### src/rtl/uart_rx_errq.sv
module uart_rx_errq #(
  parameter int DW  = 8,
  parameter int OSR = 16
) (
  input  logic          clk,
  input  logic          rst_n,
  input  logic          rxd,
  input  logic          tick,
  input  logic          par_en,
  input  logic          par_odd,
  input  logic          rd_stb,
  input  logic          clr_fe,
  input  logic          clr_pe,
  input  logic          clr_ov,
  input  logic [2:0]    irq_en,
  output logic [DW-1:0] rd_data,
  output logic          rd_valid,
  output logic          fe_flag,
  output logic          pe_flag,
  output logic          ov_flag,
  output logic          err_irq
);
  localparam int CW   = $clog2(OSR);
  localparam int BW   = $clog2(DW);
  localparam int EW   = DW + 2;
  localparam int MID  = OSR / 2 - 1;
  localparam int LAST = OSR - 1;

  typedef enum logic [2:0] {S_IDLE, S_START, S_DATA, S_PAR, S_STOP, S_HOLD} st_t;

  st_t           st;
  logic [1:0]    rs;
  logic [CW-1:0] cnt;
  logic [BW-1:0] bitn;
  logic [DW-1:0] sh;
  logic          pbit, par_used, odd_l;
  logic [EW-1:0] ent0, ent1;
  logic [1:0]    lvl;

  wire rx   = rs[1];
  wire done = tick && st == S_STOP && cnt == CW'(LAST);
  wire bad_par = par_used && (^sh ^ pbit ^ odd_l);
  wire [EW-1:0] incoming = {!rx, bad_par, sh};

  wire       pop    = rd_stb && lvl != 2'd0;
  wire       push   = done && (lvl != 2'd2 || pop);
  wire       ovr    = done && lvl == 2'd2 && !pop;
  wire [1:0] pos    = lvl - {1'b0, pop};
  wire       to_head = push && pos == 2'd0;
  wire       head_load = to_head || (pop && lvl == 2'd2);
  wire [EW-1:0] head_new = to_head ? incoming : ent1;

  assign rd_data  = ent0[DW-1:0];
  assign rd_valid = lvl != 2'd0;
  assign err_irq  = |({ov_flag, pe_flag, fe_flag} & irq_en);

  always_ff @(posedge clk or negedge rst_n) begin
    if (!rst_n) begin
      rs       <= 2'b11;
      st       <= S_IDLE;
      cnt      <= '0;
      bitn     <= '0;
      sh       <= '0;
      pbit     <= 1'b0;
      par_used <= 1'b0;
      odd_l    <= 1'b0;
    end else begin
      rs <= {rs[0], rxd};
      if (tick) begin
        case (st)
          S_IDLE: if (!rx) begin
            st  <= S_START;
            cnt <= '0;
          end
          S_START: if (cnt == CW'(MID)) begin
            cnt  <= '0;
            bitn <= '0;
            st   <= rx ? S_IDLE : S_DATA;
          end else cnt <= cnt + 1'b1;
          S_DATA: if (cnt == CW'(LAST)) begin
            cnt  <= '0;
            sh   <= {rx, sh[DW-1:1]};
            bitn <= bitn + 1'b1;
            if (bitn == BW'(DW - 1)) begin
              st       <= par_en ? S_PAR : S_STOP;
              par_used <= par_en;
              odd_l    <= par_odd;
            end
          end else cnt <= cnt + 1'b1;
          S_PAR: if (cnt == CW'(LAST)) begin
            cnt  <= '0;
            pbit <= rx;
            st   <= S_STOP;
          end else cnt <= cnt + 1'b1;
          S_STOP: if (cnt == CW'(LAST)) begin
            cnt <= '0;
            st  <= S_HOLD;
          end else cnt <= cnt + 1'b1;
          S_HOLD: if (rx) st <= S_IDLE;
          default: st <= S_IDLE;
        endcase
      end
    end
  end

  always_ff @(posedge clk or negedge rst_n) begin
    if (!rst_n) begin
      ent0    <= '0;
      ent1    <= '0;
      lvl     <= '0;
      fe_flag <= 1'b0;
      pe_flag <= 1'b0;
      ov_flag <= 1'b0;
    end else begin
      if (pop) ent0 <= ent1;
      if (push) begin
        if (pos == 2'd0) ent0 <= incoming;
        else             ent1 <= incoming;
      end
      lvl     <= lvl - {1'b0, pop} + {1'b0, push};
      fe_flag <= (fe_flag & ~clr_fe) | (head_load & head_new[DW+1]);
      pe_flag <= (pe_flag & ~clr_pe) | (head_load & head_new[DW]);
      ov_flag <= (ov_flag & ~clr_ov) | ovr;
    end
  end

  assert_level_bound_R7: assert property (@(posedge clk) disable iff (!rst_n)
    lvl != 2'd3);
  assert_overrun_keeps_R7: assert property (@(posedge clk) disable iff (!rst_n)
    (done && lvl == 2'd2 && !rd_stb) |=> (lvl == 2'd2 && $stable(rd_data) && ov_flag));
  assert_same_cycle_R8: assert property (@(posedge clk) disable iff (!rst_n)
    (done && lvl == 2'd2 && rd_stb && !clr_ov) |=> ($stable(ov_flag) && lvl == 2'd2));
  assert_fe_at_head_R6: assert property (@(posedge clk) disable iff (!rst_n)
    $rose(fe_flag) |-> rd_valid);
  assert_pe_at_head_R6: assert property (@(posedge clk) disable iff (!rst_n)
    $rose(pe_flag) |-> rd_valid);
  assert_ov_clear_R9: assert property (@(posedge clk) disable iff (!rst_n)
    $fell(ov_flag) |-> $past(clr_ov));
  assert_empty_read_R11: assert property (@(posedge clk) disable iff (!rst_n)
    (rd_stb && !rd_valid && !done) |=> !rd_valid);
endmodule

### config.mk
export PLATFORM = sky130hd
export DESIGN_NAME = uart_rx_errq
export DESIGN_NICKNAME = d
export VERILOG_FILES = /design/src/rtl/uart_rx_errq.sv
export SDC_FILE = /design/constraint.sdc
export NUM_CORES = 1
export LEC_CHECK = 0
export BUFFER_PORTS_ARGS = -buffer_cell sky130_fd_sc_hd__buf_4
export CAP_MARGIN = 20
export CORE_UTILIZATION = 25
export CTS_BUF_LIST = sky130_fd_sc_hd__clkbuf_16
export DETAILED_ROUTE_END_ITERATION = 10
export HOLD_SLACK_MARGIN = 0.08
export PLACE_DENSITY = 0.41
export SYNTH_ARGS = -nofsm -noshare
export SYNTH_HDL_FRONTEND = slang
export SYNTH_SLANG_ARGS = --single-unit
### constraint.sdc
create_clock -name clk -period 1.8 [get_ports clk]
set_input_delay 0.18 -clock clk [delete_from_list [all_inputs] [get_ports clk]]
set_output_delay 0.18 -clock clk [all_outputs]
set_load 0.02 [all_outputs]
* Yosys cells after proc, flatten, opt, wreduce, memory -nomap -nowiden *
Cells that the tools add are included.

cells by class
  muxes and demuxes = 21
  bitwise logic cells = 15
  equal/unequal tests = 17
  reduce and logical (&&, ||, !) cells = 28
  add/sub/neg operators = 4

operators with widths
  kind                                                                   number
  10-bit 2-to-1 mux                                                      4
  3-bit 2-to-1 mux                                                       10
  3-bit case mux with 6 select lines                                     1
  2-bit != test, second input constant                                   7
  4-bit 2-to-1 mux                                                       3
  4-bit case mux with 3 select lines                                     1
  3-bit equality test, second input constant                             3
  1-bit logical AND                                                      9
  3-bit AND reduction                                                    3
  4-bit AND reduction                                                    2
  8-bit AND reduction                                                    1
  8-bit XOR reduction                                                    1
  3-bit by 2-bit equality test with 1-bit output, second input constant  2
  3-bit case mux with 2 select lines                                     1
  3-bit OR reduction                                                     2
  1-bit bitwise AND                                                      5
  4-bit by 1-bit adder with 4-bit output, second input constant          1
  4-bit by 3-bit equality test with 1-bit output, second input constant  1
  4-bit equality test, second input constant                             1
  1-bit inverter                                                         4
  2-bit nonzero test                                                     2
  3-bit by 1-bit adder with 3-bit output, second input constant          1
  3-bit bitwise AND                                                      1
  3-bit by 1-bit equality test with 1-bit output, second input constant  1
  other kinds (13)                                                       18

storage, ports and cells
  flip-flop bits (word level) = 48
  word-level logic and storage cells = 99
  output and inout port bits = 13
  bits of input ports = 13

* Longest topological paths before layout *
Gate-level depths: netlist of run 1.

  depth after elaboration = 8
  depth in mapped cells = 6
  depth with buffers taken out = 6

* Worst setup path after synthesis of run 1 *
No wires, ideal clock.

  path type = flip-flop to flip-flop
  from = register rs[1]
  to = register st[1]
  arrival = 1.649 ns
  cell stages (with the launch flop) = 6
  clock period less this slack = 1.771 ns
  slack = 0.029 ns
  setup time = 0.122 ns
  cells stage by stage = dfstp_2 > or4b_1 > and2_1 > buf_6 > and3_4 > a32o_1

between the ends
  longest elaborated chain between the ends = 3
  elaborated cells on any way between the ends = 6
  those cells by class = 2 x eq/ne; 3 x mux; 1 x reduce/logical

RTL lines
  item                                line  text
  from (decl)                         32    logic [1:0] rs;
  from (signal assigned)              68    rs <= {rs[0], rxd};
  2-bit 2-to-1 mux                    78    st <= rx ? S_IDLE : S_DATA;
  3-bit 2-to-1 mux                    75    S_START: if (cnt == CW'(MID)) begin
  3-bit case mux with 6 select lines  70    case (st)
  to (signal assigned)                78
  to (signal assigned)                85    st <= par_en ? S_PAR : S_STOP;
  to (decl)                           31    st_t st;

Several ways; a longest one is shown, not always the timed one. The select of a mux whose other input is x is not followed.
A chain may end at the register's enable or synchronous reset.

* Worst setup path after layout of run 1 *
  from = register bitn[0]
  to = register st[1]

between the ends
  longest elaborated chain between the ends = 3

RTL lines
  item                                  line  text
  from (decl)                           34    logic [BW-1:0] bitn;
  from (signal assigned)                83    bitn <= bitn + 1'b1;
  3-bit equality test                   84    if (bitn == BW'(DW - 1)) begin
  2-bit != test (no source line)        n/a
  8-bit AND reduction (no source line)  n/a

No other way between the ends.

==> out/results.ini, run 1 <==
[critical_path]
path_common_cell=ha_1
max_stage_delay_ns=0.38
crit_family=simple AND/OR/NAND/NOR gates
criticalPathCategory=reg -> reg
end_kind=flop
cp_data_required_time_ns=1.97
cp_max_fo=3
cp_slowest_cell=dfrtp_1
path_buf_inv=0
cp_data_arrival_time_ns=1.91
worstPathCellList=ha_1 > ha_1 > nor4b_2 > o22ai_1 > and3_4 > a32o_1
start_kind=flop

[finish]
final_cells=368
utilization=0.344
final_common_cell=buf_4
multi_input_area_sq_um=1110
fin_nets=276
drive_gt1_frac=0.377
stdcell_area_sq_um=3040
regArea_sq_um=1150
antenna_cells=0
fill_cells=927
layout_common_cells=buf_4, dfrtp_1, mux2_2
synthToLayoutAreaGrowth_pct=30.8

[detailed_routing]
drt_wl_total_microns=5280
drt_pass1_iterations=6
routed-via-count=1698
viasPerCell=4.61
drtIter0Drc=81
drc=0
drtAntennaViolNets=0
routedWlPerCell_microns=14.3

[timing]
worst_pin_slew_ns=0.619
fin_crit_sh=0.966
finalClockSkew_ns=0.00523
slew_violations=0
whs_ns=0.145
relSlewSlack=0.587
grt_setup_unrepaired=no
fmax_mhz=575
finalSetupTns_ns=0
finalSetupViolations=0
setup_ws_ns=0.0614
period_minus_slack_ns=1.74
hold_violations=0

[global_routing]
grt-ovfl-total=0
grt_pass1_wl_microns=9030
grt_max_degree=47
grt_pass1_vias=1746
gr-usage-all-layers=0.118
antenna_found_initial=0

[clock_network]
clock-sinks=46
clk_latency_ns=0.28
htree_levels=2
clock-root-buffer=clkbuf_16
cts_tree=yes
path_clk_slew_ns=0.07
cts_max_path_buffers=2
cts_buffers=5

[placed_design]
dp_cells=352
dpl_cell_area_sq_um=2790
gp_congestion=0.828
dpl.hpwl_microns=3660
dp_slack_ns=-0.0137
io_buffers=25

[power]
total_power_mw=3.20
p_leak_nw=1.48
ir_worst_vdd_v=0.000359
power_density_nw_per_um2=1050

[floorplanning]
die_w_microns=98.4
core-area_sq_um=8850
ios=26
num_rows=34
die_area_sq_um=9690
fp.dieH_microns=98.4
initial_core_util=0.263

[synth]
yosysUniqueCellTypes=48
yosys.area.top_type=dfrtp_1
synth_area_leaders=dfrtp_1, mux2_2, mux2i_1
synth_cells=206
synth_nets=223
synth-seq-cells=46
syn_avg_cell_area_sq_um=11.3
synth_top_area_share=0.474
synth.yosys.warnings=0
ys_seq_area_frac=0.496
synth_area_sq_um=2320

[run_status]
status=complete, no violations

[run]
maxCapViolations=0

[min_path]
hold_path.class=in -> reg

==> what timing repair did <==
item	CTS	global route
setup buffers	2	2
hold endpoints to repair	46	0
gates resized for setup	0	12
hold buffers	3	0
setup endpoints to repair	2	31
gates cloned	0	1
pin swaps	2	3
==> flip-flops by register name, indices dropped and copies added (netlist names) <==
name      count
ent0          8
ov_flag       1
pe_flag       1
ent1         10
cnt           4
odd_l         1
pbit          1
st            3
fe_flag       1
rs            2
sh            8
lvl           2
par_used      1
bitn          3
==> layer usage <==
metal	vias up	global-route usage	share of wire
li1	849	-	-
met1	814	0.165	0.51
met2	31	0.186	0.45
met3	4	0.0227	0.032
met4	0	0.0310	0.010
met5	-	0	0
==> cells by family (layout without fill, tap and decap cells) <==
| logic type | count (synthesis) | in the layout | share of synthesized area |
|---|---|---|---|
| AOI/OAI and AO/OA | 41 | 41 | 0.115 |
| and+or+nand+nor | 53 | 53 | 0.132 |
| adders and majority gates | 4 | 4 | 0.0215 |
| DFF | 46 | 46 | 0.496 |
| buffers and inverters | 20 | 74 | 0.0409 |
| muxes | 33 | 33 | 0.154 |
| xor gates and xnor gates | 9 | 9 | 0.0398 |
==> cell usage after synthesis (all sizes together) <==
library cell	instances
dfrtp	44
mux2	23
nand2	15
o21ai	12
inv	10
mux2i	10
buf	9
a21oi	8
nand3	8
xnor2	7
nor2b	6
nor2	5
ha	4
o211ai	4
and3	3
nand4	3
a211o	2
a22o	2
dfstp	2
nor3	2
nor4b	2
o22ai	2
o31ai	2
or2	2
or3	2
a2111oi	1
a211oi	1
a21o	1
a222oi	1
a31oi	1
a32o	1
and2	1
and4	1
clkbuf	1
nand2b	1
nor3b	1
o2111ai	1
o21a	1
o221ai	1
or4b	1
xnor3	1
xor2	1
==> path summary, 6_finish.rpt <==
path / from / end / slack [ns] / cells after the start
max: bitn[0] / st[1] / 0.06 / 6
min: par_odd / odd_l / 0.14 / 2
max reg2reg: bitn[0] / st[1] / 0.06 / 6
min reg2reg: rs[0] / rs[1] / 0.36 / 0
max in group asynchronous: rst_n / st[0] / 0.89 / 2
min in group asynchronous: rst_n / cnt[1] / 0.45 / 2
==> where the power goes <==
part | total (mW) | switching [mW] | internal, mW | leakage, nW
Combinational | 1.02 | 0.483 | 0.533 | 0.787
Sequential | 1.23 | 0.114 | 1.11 | 0.622
Clock | 0.952 | 0.429 | 0.523 | 0.0704
Total | 3.20 | 1.03 | 2.17 | 1.48
==> layout make-up <==
class                      count  area share
clock inverter                 3     0.00823
clock buffer                   5      0.0411
sequential                    46       0.380
tap                          108      0.0444
multi-input combinational    140       0.365
inverter                      10      0.0123
timing repair buffer          56       0.149
Note: power is estimated with default switching activity, not from simulation.
==> run 2, diff against run 1 <==
--- a/config.mk
+++ b/config.mk
@@ -6,7 +6,8 @@
 export NUM_CORES = 1
 export LEC_CHECK = 0
 export BUFFER_PORTS_ARGS = -buffer_cell sky130_fd_sc_hd__buf_4
-export CAP_MARGIN = 20
+export CAP_MARGIN = 0
+export CORE_ASPECT_RATIO = 0.7
 export CORE_UTILIZATION = 25
 export CTS_BUF_LIST = sky130_fd_sc_hd__clkbuf_16
 export DETAILED_ROUTE_END_ITERATION = 10
==> run 2 against run 1 <==
Against the previous run:
- count of clock-buffer cells in the layout unchanged
- non-clock buffer count decreased by 3
- combinational power decreased by 7%
- final area increased by 0.53%
- maximum frequency decreased by 1.4%
- sequential share of layout area decreased by 0.12 points
- largest power group unchanged
==> out/results.ini, run 2 (same netlist as run 1, synthesis figures left out) <==
[run_status]
status=complete, no violations

[detailed_routing]
drt_pass1_iterations=4  ; -2
drt_wl_total_microns=5380  ; +2.0%
routedWlPerCell_microns=14.1  ; -1.5%
drtAntennaViolNets=0  ; unchanged
drc=0  ; unchanged
viasPerCell=4.50  ; -2.6%
drtIter0Drc=76  ; -6.2%
routed-via-count=1713  ; +0.88%

[finish]
largest_register_ffs=10  ; unchanged
largest_register=ent1
final_common_cell=buf_4
antenna_cells=0  ; unchanged
fin_nets=273  ; -1.1%
drive_gt1_frac=0.377  ; +0.000509
synthToLayoutAreaGrowth_pct=31.5
utilization=0.338  ; -0.00529
top_regs=ent1 (10), ent0 (8), sh (8)
stdcell_area_sq_um=3060  ; +0.53%
layout_common_cells=buf_4, dfrtp_1, mux2_2
final_cells=381  ; +3.5%

[global_routing]
gr-usage-all-layers=0.119  ; +0.00103
grt_pass1_vias=1586  ; -9.2%
antenna_found_initial=0  ; unchanged
grt_pass1_wl_microns=8400  ; -6.9%
grt_max_degree=47  ; unchanged
grt-ovfl-total=0  ; unchanged

[timing]
setup_ws_ns=0.0372  ; -0.0242 ns
period_minus_slack_ns=1.76  ; +0.0242 ns
fmax_mhz=567  ; -1.4%
finalSetupViolations=0  ; unchanged
relSlewSlack=0.585  ; -0.00209
slew_violations=0  ; unchanged
finalClockSkew_ns=0.00416  ; -0.00107 ns
hold_violations=0  ; unchanged
grt_setup_unrepaired=yes
fin_crit_sh=0.979  ; +0.0135
worst_pin_slew_ns=0.622  ; +0.00313 ns

[placed_design]
io_buffers=25  ; unchanged
dpl_cell_area_sq_um=2810  ; +0.72%
dp_cells=368  ; +4.5%
gp_congestion=0.817  ; -1.4%
dpl.hpwl_microns=3840  ; +4.8%
dp_slack_ns=0.0382  ; +0.0519 ns

[critical_path]
cp_data_required_time_ns=1.98  ; about the same
cp_data_arrival_time_ns=1.94  ; +0.03 ns
start_kind=flop
criticalPathCategory=reg -> reg
end_kind=flop
cp_max_fo=7  ; +4

[clock_network]
cts_tree=yes
clk_latency_ns=0.29  ; about the same
htree_levels=2  ; unchanged
clock-sinks=46  ; unchanged
clock-root-buffer=clkbuf_16
path_clk_slew_ns=0.07  ; about the same
cts_max_path_buffers=2  ; unchanged
cts_buffers=5  ; unchanged

[floorplanning]
initial_core_util=0.257  ; -0.00542
num_rows=29  ; -15%
ios=26  ; unchanged
core-area_sq_um=9030  ; +2.1%
fp.dieH_microns=82.7  ; -16%
die_w_microns=117  ; +19%
die_area_sq_um=9690  ; about the same

[min_path]
hold_path.class=in -> reg

[run]
maxCapViolations=0  ; unchanged

[power]
power_density_nw_per_um2=1070  ; +1.9%
total_power_mw=3.27  ; +2.4%
p_leak_nw=1.47  ; -0.90%
ir_worst_vdd_v=0.000388  ; +8.0%

==> run 2: stage by stage <==
stage               TNS, ns  hold WS [ns]
floorplan                 0        -0.116
global placement          0         0.247
detailed placement        0         0.245
CTS                       0         0.126
global route        -0.0186         0.118
finish                    0         0.128
==> run 2: critical path, stage by stage, from the launching register on <==
cell and delay, ns:
dfrtp_2 0.46, or4b_1 0.55, and2_1 0.23, and3_4 0.17, a32o_1 0.24
==> run 2: worst paths after layout <==
| check | to | depth (start not counted) | slack, ns | startpoint |
|---|---|---|---|---|
| worst max-delay path | st[1] | 4 | 0.04 | st[0] |
| worst min-delay path | odd_l | 2 | 0.13 | par_odd |
| worst max register to register | st[1] | 4 | 0.04 | st[0] |
| worst min register to register | rs[1] | 0 | 0.36 | rs[0] |
| max in group asynchronous | cnt[2] | 2 | 0.90 | rst_n |
| min in group asynchronous | ov_flag | 2 | 0.44 | rst_n |
==> run 2: final cells by class <==
class,count,area (sq um)
Fill cell,940,5980
Sequential cell,46,1160
Multi-Input combinational cell,140,1110
Timing Repair Buffer,53,428
Tap cell,124,155
Clock buffer,5,125
Clock inverter,3,45.0
Inverter,10,37.5
==> run 2: repair_timing <==
action                                  CTS  global route
gates resized for setup                   0            14
setup buffers                             0             1
endpoints found under the setup margin    0            19
endpoints found under the hold margin    46             0
hold buffers                              3             0
==> run 2: power breakdown <==
group	switching (mW)	internal, mW
combinational	0.455	0.495
clock	0.421	0.655
sequential	0.128	1.12
total	1.00	2.27
==> run 2: per-layer routing <==
layer / part of all wire / vias up / track usage / wire (microns)
li1: - / 841 / - / -
met1: 0.56 / 824 / 0.178 / 3000
met2: 0.39 / 37 / 0.154 / 2100
met4: 0.019 / 0 / 0.0506 / 102
met3: 0.034 / 11 / 0.0328 / 183
met5: 0 / - / 0 / 0
